==> config.mk <==
export PLATFORM = sky130hd
export DESIGN_NAME = spindle_mode_ctrl
export DESIGN_NICKNAME = d
export VERILOG_FILES = /design/src/rtl/spm_pkg.sv /design/src/rtl/spm_fg_gen.sv /design/src/rtl/spm_speed_meter.sv /design/src/rtl/spm_mode_sel.sv /design/src/rtl/spindle_mode_ctrl.sv
export SDC_FILE = /design/constraint.sdc
export NUM_CORES = 1
export LEC_CHECK = 0
export BUFFER_PORTS_ARGS = -buffer_cell sky130_fd_sc_hd__clkbuf_2
export CAP_MARGIN = 20
export CORE_MARGIN = 5
export CORE_UTILIZATION = 25
export DETAILED_ROUTE_END_ITERATION = 8
export GPL_TIMING_DRIVEN = 0
export PLACE_DENSITY_LB_ADDON = 0.15
export SETUP_SLACK_MARGIN = 0.5
export SLEW_MARGIN = 20
export SYNTH_ARGS = -nofsm -noshare
export SYNTH_HDL_FRONTEND = slang
export SYNTH_SLANG_ARGS = --single-unit
==> constraint.sdc <==
create_clock -name clk -period 6.8 [get_ports clk]
set_clock_uncertainty 0.05 [all_clocks]
set_input_delay 0.68 -clock clk [delete_from_list [all_inputs] [get_ports clk]]
set_output_delay 0.68 -clock clk [all_outputs]
set_load 0.03 [all_outputs]
==> src/rtl/spm_pkg.sv <==
package spm_pkg;
  typedef enum logic [2:0] {
    MD_IDLE   = 3'd0,
    MD_ACCEL  = 3'd1,
    MD_ACTIVE = 3'd2,
    MD_SHORT2 = 3'd3,
    MD_SHORT3 = 3'd4,
    MD_STOP   = 3'd5
  } spm_mode_e;
endpackage

==> src/rtl/spm_fg_gen.sv <==
module spm_fg_gen #(
  parameter int PHASES = 3
) (
  input  logic              clk,
  input  logic              rst,
  input  logic [PHASES-1:0] phase_in,
  input  logic              sleep,
  output logic              fg_level,
  output logic              fg_fall,
  output logic              fg_pin
);
  logic fg_q, fg_d1, armed;

  always_ff @(posedge clk) begin
    if (rst) begin
      fg_q  <= 1'b0;
      fg_d1 <= 1'b0;
      armed <= 1'b0;
    end else begin
      fg_q  <= ^phase_in;
      fg_d1 <= fg_q;
      armed <= 1'b1;
    end
  end

  assign fg_level = fg_q;
  assign fg_fall  = fg_d1 & ~fg_q;
  assign fg_pin   = sleep | fg_q;

  // registered FG follows the phase parity of the previous edge
  a_r1_fg_follows_xor: assert property (@(posedge clk) disable iff (rst)
    (armed && !sleep) |-> (fg_pin == $past(^phase_in)));

  // a falling-edge pulse lasts exactly one cycle
  a_r1_fall_single: assert property (@(posedge clk) disable iff (rst)
    fg_fall |=> !fg_fall);
endmodule

==> src/rtl/spm_speed_meter.sv <==
module spm_speed_meter #(
  parameter int FAST_PERIOD  = 833,
  parameter int SLOW_PERIOD  = 1250,
  parameter int STALL_CYCLES = 300000
) (
  input  logic clk,
  input  logic rst,
  input  logic fg_level,
  input  logic fg_fall,
  output logic fast,
  output logic stall
);
  localparam int PER_MAX = SLOW_PERIOD + 1;
  localparam int PER_W   = $clog2(PER_MAX + 1);
  localparam int STL_W   = $clog2(STALL_CYCLES + 1);

  logic [PER_W-1:0] per_cnt;
  logic [STL_W-1:0] low_cnt;
  logic             seen, fast_q;

  // period counter and speed flag with hysteresis
  always_ff @(posedge clk) begin
    if (rst) begin
      per_cnt <= '0;
      seen    <= 1'b0;
      fast_q  <= 1'b0;
    end else if (fg_fall) begin
      per_cnt <= PER_W'(1);
      seen    <= 1'b1;
      if (seen) begin
        if (per_cnt < PER_W'(FAST_PERIOD))
          fast_q <= 1'b1;
        else if (per_cnt > PER_W'(SLOW_PERIOD))
          fast_q <= 1'b0;
      end
    end else begin
      if (per_cnt != PER_W'(PER_MAX))
        per_cnt <= per_cnt + 1'b1;
      else
        fast_q <= 1'b0;
    end
  end

  // consecutive-low counter for stall detection
  always_ff @(posedge clk) begin
    if (rst)
      low_cnt <= '0;
    else if (fg_level)
      low_cnt <= '0;
    else if (low_cnt != STL_W'(STALL_CYCLES))
      low_cnt <= low_cnt + 1'b1;
  end

  assign fast  = fast_q;
  assign stall = (low_cnt == STL_W'(STALL_CYCLES));

  // the speed flag can only rise right after a falling FG edge
  a_r7_fast_rises_on_fall: assert property (@(posedge clk) disable iff (rst)
    $rose(fast) |-> $past(fg_fall));

  // a gap longer than the slow limit leaves the flag clear
  a_r7_gap_clears: assert property (@(posedge clk) disable iff (rst)
    (per_cnt == PER_W'(PER_MAX) && !fg_fall) |=> !fast);

  // stall is only reported after FG was low
  a_r8_stall_needs_low: assert property (@(posedge clk) disable iff (rst)
    stall |-> $past(!fg_level));
endmodule

==> src/rtl/spm_mode_sel.sv <==
module spm_mode_sel
  import spm_pkg::*;
#(
  parameter int CODE_W      = 12,
  parameter int DUTY_W      = 8,
  parameter int DEAD_BAND   = 82,
  parameter int STRONG_EDGE = 1536,
  parameter int DUTY_SHIFT  = 2
) (
  input  logic              clk,
  input  logic              rst,
  input  logic [CODE_W-1:0] cmd_code,
  input  logic              low_speed,
  input  logic              sleep,
  input  logic              fast,
  input  logic              stall,
  output logic [2:0]        mode_o,
  output logic [DUTY_W-1:0] duty_o
);
  localparam int FULL   = (1 << DUTY_W) - 1;
  localparam int LS_CAP = FULL >> 2;

  function automatic int code_value(input logic [CODE_W-1:0] c);
    return int'($signed(c));
  endfunction

  function automatic logic [DUTY_W-1:0] scale_duty(input int mag, input logic cap);
    int d;
    d = (mag - DEAD_BAND) >>> DUTY_SHIFT;
    if (d < 0) d = 0;
    if (d > FULL) d = FULL;
    if (cap && d > LS_CAP) d = LS_CAP;
    return d[DUTY_W-1:0];
  endfunction

  int                cmd_v;
  spm_mode_e         nxt_mode, mode_q;
  logic [DUTY_W-1:0] nxt_duty, duty_q;

  always_comb begin
    cmd_v    = code_value(cmd_code);
    nxt_mode = MD_IDLE;
    nxt_duty = '0;
    if (sleep) begin
      nxt_mode = MD_IDLE;
    end else if (cmd_v > DEAD_BAND) begin
      nxt_mode = MD_ACCEL;
      nxt_duty = scale_duty(cmd_v, low_speed);
    end else if (cmd_v >= -DEAD_BAND) begin
      nxt_mode = (cmd_v >= 0) ? MD_IDLE : MD_SHORT2;
    end else if (stall) begin
      nxt_mode = MD_STOP;
    end else if (low_speed) begin
      nxt_mode = MD_SHORT2;
    end else if (cmd_v > -STRONG_EDGE || !fast) begin
      nxt_mode = MD_ACTIVE;
      nxt_duty = scale_duty(-cmd_v, 1'b0);
    end else begin
      nxt_mode = MD_SHORT3;
    end
  end

  always_ff @(posedge clk) begin
    if (rst) begin
      mode_q <= MD_IDLE;
      duty_q <= '0;
    end else begin
      mode_q <= nxt_mode;
      duty_q <= nxt_duty;
    end
  end

  assign mode_o = mode_q;
  assign duty_o = duty_q;

  // sleep forces idle with zero duty one cycle later
  a_r2_sleep_idle: assert property (@(posedge clk) disable iff (rst)
    sleep |=> (mode_o == 3'd0 && duty_o == '0));

  // three-phase short brake only while the speed flag was set
  a_r6_short3_needs_fast: assert property (@(posedge clk) disable iff (rst)
    (mode_o == 3'd4) |-> $past(fast));

  // stop only follows a reported stall
  a_r8_stop_needs_stall: assert property (@(posedge clk) disable iff (rst)
    (mode_o == 3'd5) |-> $past(stall));

  // low-speed mode caps the duty
  a_r9_ls_cap: assert property (@(posedge clk) disable iff (rst)
    low_speed |=> (duty_o <= DUTY_W'(LS_CAP)));
endmodule

==> src/rtl/spindle_mode_ctrl.sv <==
module spindle_mode_ctrl #(
  parameter int CODE_W       = 12,
  parameter int DUTY_W       = 8,
  parameter int PHASES       = 3,
  parameter int DEAD_BAND    = 82,
  parameter int STRONG_EDGE  = 1536,
  parameter int DUTY_SHIFT   = 2,
  parameter int FAST_PERIOD  = 833,
  parameter int SLOW_PERIOD  = 1250,
  parameter int STALL_CYCLES = 300000
) (
  input  logic              clk,
  input  logic              rst,
  input  logic [CODE_W-1:0] cmd_code,
  input  logic [PHASES-1:0] phase_in,
  input  logic              low_speed,
  input  logic              sleep,
  output logic [2:0]        mode,
  output logic [DUTY_W-1:0] duty,
  output logic              fg_pin
);
  logic fg_level, fg_fall, spd_fast, spd_stall;

  spm_fg_gen #(.PHASES(PHASES)) u_fg (
    .clk(clk), .rst(rst), .phase_in(phase_in), .sleep(sleep),
    .fg_level(fg_level), .fg_fall(fg_fall), .fg_pin(fg_pin)
  );

  spm_speed_meter #(
    .FAST_PERIOD(FAST_PERIOD), .SLOW_PERIOD(SLOW_PERIOD),
    .STALL_CYCLES(STALL_CYCLES)
  ) u_spd (
    .clk(clk), .rst(rst), .fg_level(fg_level), .fg_fall(fg_fall),
    .fast(spd_fast), .stall(spd_stall)
  );

  spm_mode_sel #(
    .CODE_W(CODE_W), .DUTY_W(DUTY_W), .DEAD_BAND(DEAD_BAND),
    .STRONG_EDGE(STRONG_EDGE), .DUTY_SHIFT(DUTY_SHIFT)
  ) u_sel (
    .clk(clk), .rst(rst), .cmd_code(cmd_code), .low_speed(low_speed),
    .sleep(sleep), .fast(spd_fast), .stall(spd_stall),
    .mode_o(mode), .duty_o(duty)
  );

  // outputs held at rest during reset
  a_r10_reset_rest: assert property (@(posedge clk)
    $past(rst) |-> (mode == 3'd0 && duty == '0));
endmodule

==> summary.md <==
| Metric | Value |
|---|---|
| FILL cells | `1247` |
| Post-route minimum period | `3240 ps` |
| Max FO, Critical Path | `10` |
| Post-Syn Area | `2870 µm²` |
| Final Hold Viols | `0` |
| MaxCap Viol Count | `0` |
| Critical path cell sequence | `clkbuf_2, ha_1, nand2b_1, a31oi_1, o21bai_1, nand2_1, ha_1, nor4b_1, nand2_1, a31oi_4, a21oi_1, or3_1` |
| FFs w/ async S/R, synth | `0` |
| Final #Nets | `418` |
| DRC Markers | `0` |
| Hold_buf cts | `0` |
| Placeable Area | `11300 µm²` |
| DR WL/cell | `12.8 µm` |
| Max-slew violation count | `0` |
| Buffer and inverter count on the worst path | `1` |
| Synth top area share | `0.313` |
| H-Tree Depth | `2` |
| Final worst-path cycle share | `0.476` |
| Leakage | `0.00130 µW` |
| Antenna Violating Nets Remaining | `0` |
| GPL Wtd Cong | `0.831` |
| Antenna cell count | `0` |
| Arrival time at the worst endpoint | `3350 ps` |
| #FFs+latches synth | `45` |
| Outcome | `completed` |
| Vias per cell | `4.69` |
| Reg-to-reg startpoint | `u_spd.low_cnt[2]` |
| Area growth syn-to-layout | `16.1%` |
| Total power | `620 µW` |
| Final setup violation count | `0` |
| Pre-CTS setup slack | `3260 ps` |
| Worst setup EP type | `flop` |
| Hold EP | `u_fg.fg_d1` |
| RSZ-0062 raised after global routing | `no` |
| Worst min-delay path class | `flop to flop` |
| Placement row count | `39` |
| Synth cell types | `58` |
| Vias in the first global route | `2550` |
| Setup bufs post-CTS | `0` |
| Num CTS Buffers | `5` |
| GRT Overall Usage | `0.109` |
| Slowest cell on crit path | `o21bai_1` |
| Post-CTS resize count | `0` |
| Dominant cell type by area after synthesis | `dfxtp_1` |
| Crit path max-delay family | `compound AO/OA/AOI/OAI gates` |
| Clock tree sinks | `45` |
| TritonCTS clock tree | `yes` |
| Post-synth EDFFs | `0` |
| FMAX | `309 MHz` |
| Die Width | `117 µm` |
| Io pins | `31` |
| Initial antenna violation count | `0` |
| Top cells by area, synth | `dfxtp_1 (31%), nor2_1 (6.3%), xnor2_1 (6.1%)` |
| Most frequent cells in the layout | `nor2_1 (48), dfxtp_1 (45), clkbuf_2 (27)` |
| R2R Setup Slk | `4750 ps` |
| Pin count of the biggest net entering global routing | `16` |
| Mapped Cells | `352` |
| Die ar. | `13700 µm²` |
| Root buf cell | `clkbuf_16` |
| Die outline height | `117 µm` |
| Req. time, crit path | `6910 ps` |
| Post-route setup slack | `3560 ps` |
| Vias | `2486` |
| Final instance area | `3340 µm²` |
| Primary FF master, synth | `dfxtp_1` |
| Critical path type | `input pin to flop` |
| DP HPWL | `5220 µm` |
| Port Buffers | `27` |
| PD cells | `186 nW/µm²` |
| Worst skew pair latency | `290 ps` |
| Worst rel slew slack | `0.610` |
| Residual overflow from global routing | `0` |
| Syn_nets | `384` |
| Placed cell areas | `3190 µm²` |
| Initial Util | `0.254` |
| Crit path largest cell delay | `430 ps` |
| Least-Margin Pin Slew | `581 ps` |
| Yosys warning count | `0` |
| Seq/Total Area, Yosys | `0.313` |
| Worst hold path depth | `1` |
| Maximum VDD drop | `0.100 mV` |
| FF-to-FF path depth | `7` |
| Drt initial violations | `141` |
| First-pass GRT wire length | `12100 µm` |
| Fraction of layout cells with a size suffix above 1 | `0.171` |
| Clock Tree Buf Depth | `2` |
| Mean area per synthesized cell | `8.16 µm²` |
| 1st-pass router iterations | `4` |
| Clock transition at path regs | `70 ps` |
| R2R Path End | `u_sel.duty_o[4]` |
| Startpoint Class | `input pin` |
| TNS Setup | `0 ps` |
| Total wire length | `6800 µm` |
| Hold path start | `u_fg.fg_level` |
| Commonest non-fill, non-tap cell in the layout | `nor2_1` |
-- worst reg2reg max path, cell delays in order, from the launching register on --
cell	delay [ps]
dfxtp_1	350
nor4_1	300
nand3b_1	180
nor4_1	370
or4_1	170
buf_4	150
a21oi_1	50
or3_1	320
-- per-layer routing --
metal / global-route usage / share of wire / vias up
li1: - / - / 1286
met1: 0.152 / 0.49 / 1145
met2: 0.174 / 0.46 / 49
met3: 0.0139 / 0.034 / 6
met4: 0.0382 / 0.015 / 0
met5: 0 / 0 / -
-- cell families (layout without fill, tap and decap cells) --
family | Yosys count | count (layout) | synth area share
multiplexers | 1 | 1 | 0.00348
buffers and inverters | 27 | 62 | 0.0488
flip-flops | 45 | 45 | 0.313
AO/OA/AOI/OAI | 58 | 58 | 0.148
XOR/XNOR | 38 | 38 | 0.116
adder cells (fa/ha/maj) | 13 | 13 | 0.0566
AND/OR/NAND/NOR | 170 | 170 | 0.313
-- registers in the layout, summed over array words and instances, names as in the netlist --
signal and count:
u_fg.fg_level 1, u_sel.duty_o 8, u_spd.per_cnt 11, u_spd.seen 1
u_spd.fast 1, u_sel.mode_o 3, u_spd.low_cnt 19, u_fg.fg_d1 1
-- synthesized netlist by cell type, types with 2 or more instances --
library cell	n
nor3_1	12
xnor2_1	20
nand4_1	8
nand2b_1	5
o21ai_0	7
nor4_1	2
nor3_2	3
a21oi_1	24
o211ai_1	3
ha_1	13
nor2_2	2
nand3b_1	3
buf_6	4
clkbuf_1	5
and3_1	6
nor2_1	48
dfxtp_1	45
xor2_1	18
or2_2	3
or3_1	8
o21bai_1	3
inv_1	13
nor2b_1	7
and2_1	3
nand3_1	23
a21o_1	3
nand2_1	26
buf_2	4
a31oi_1	2
-- area by class of cell --
cell class              instances  area (µm²)  share of cell area
plain buffers                  14        91.3              0.0274
clock buffers                   5         125              0.0375
clock inverters                 3        22.5             0.00675
inverters                      13        48.8              0.0146
multi-input cells             280        1830               0.550
flip-flops and latches         45         901               0.270
well taps                     143         179              0.0536
repair buffers                 27         135              0.0405
-- where the power goes --
part	switching, µW	leakage [µW]	internal, µW	total [µW]
Clock	105	0.0000738	137	242
Combinational	62.1	0.000857	37.7	99.9
Sequential	6.70	0.000366	272	279
Total	174	0.00130	447	620
-- worst max-delay path by stage --
| stage | slack (ps) | endpoint | cells after the start | start |
|---|---|---|---|---|
| final | 3560 | u_sel.duty_o[4] | 12 | cmd_code[1] |
| after global routing | 3340 | u_sel.duty_o[4] | 12 | cmd_code[1] |
| after CTS | 3550 | u_sel.duty_o[4] | 12 | cmd_code[1] |
| after detailed placement | 3260 | u_sel.duty_o[4] | 12 | cmd_code[1] |
| after global placement | 3220 | u_sel.duty_o[2] | 12 | cmd_code[1] |
| after floorplan | 3940 | u_sel.duty_o[0] | 11 | cmd_code[1] |
-- per-stage QoR --
stage | hold slack, ps | utilization | std cells
2_1_floorplan | 413 | - | 352
3_3_place_gp | 432 | 0.282 | 522
3_5_place_dp | 436 | 0.282 | 522
4_1_cts | 447 | 0.295 | 530
5_1_grt | 482 | 0.295 | 530
6_report | 447 | 0.295 | 530
Note: power is estimated with default switching activity, not from simulation.
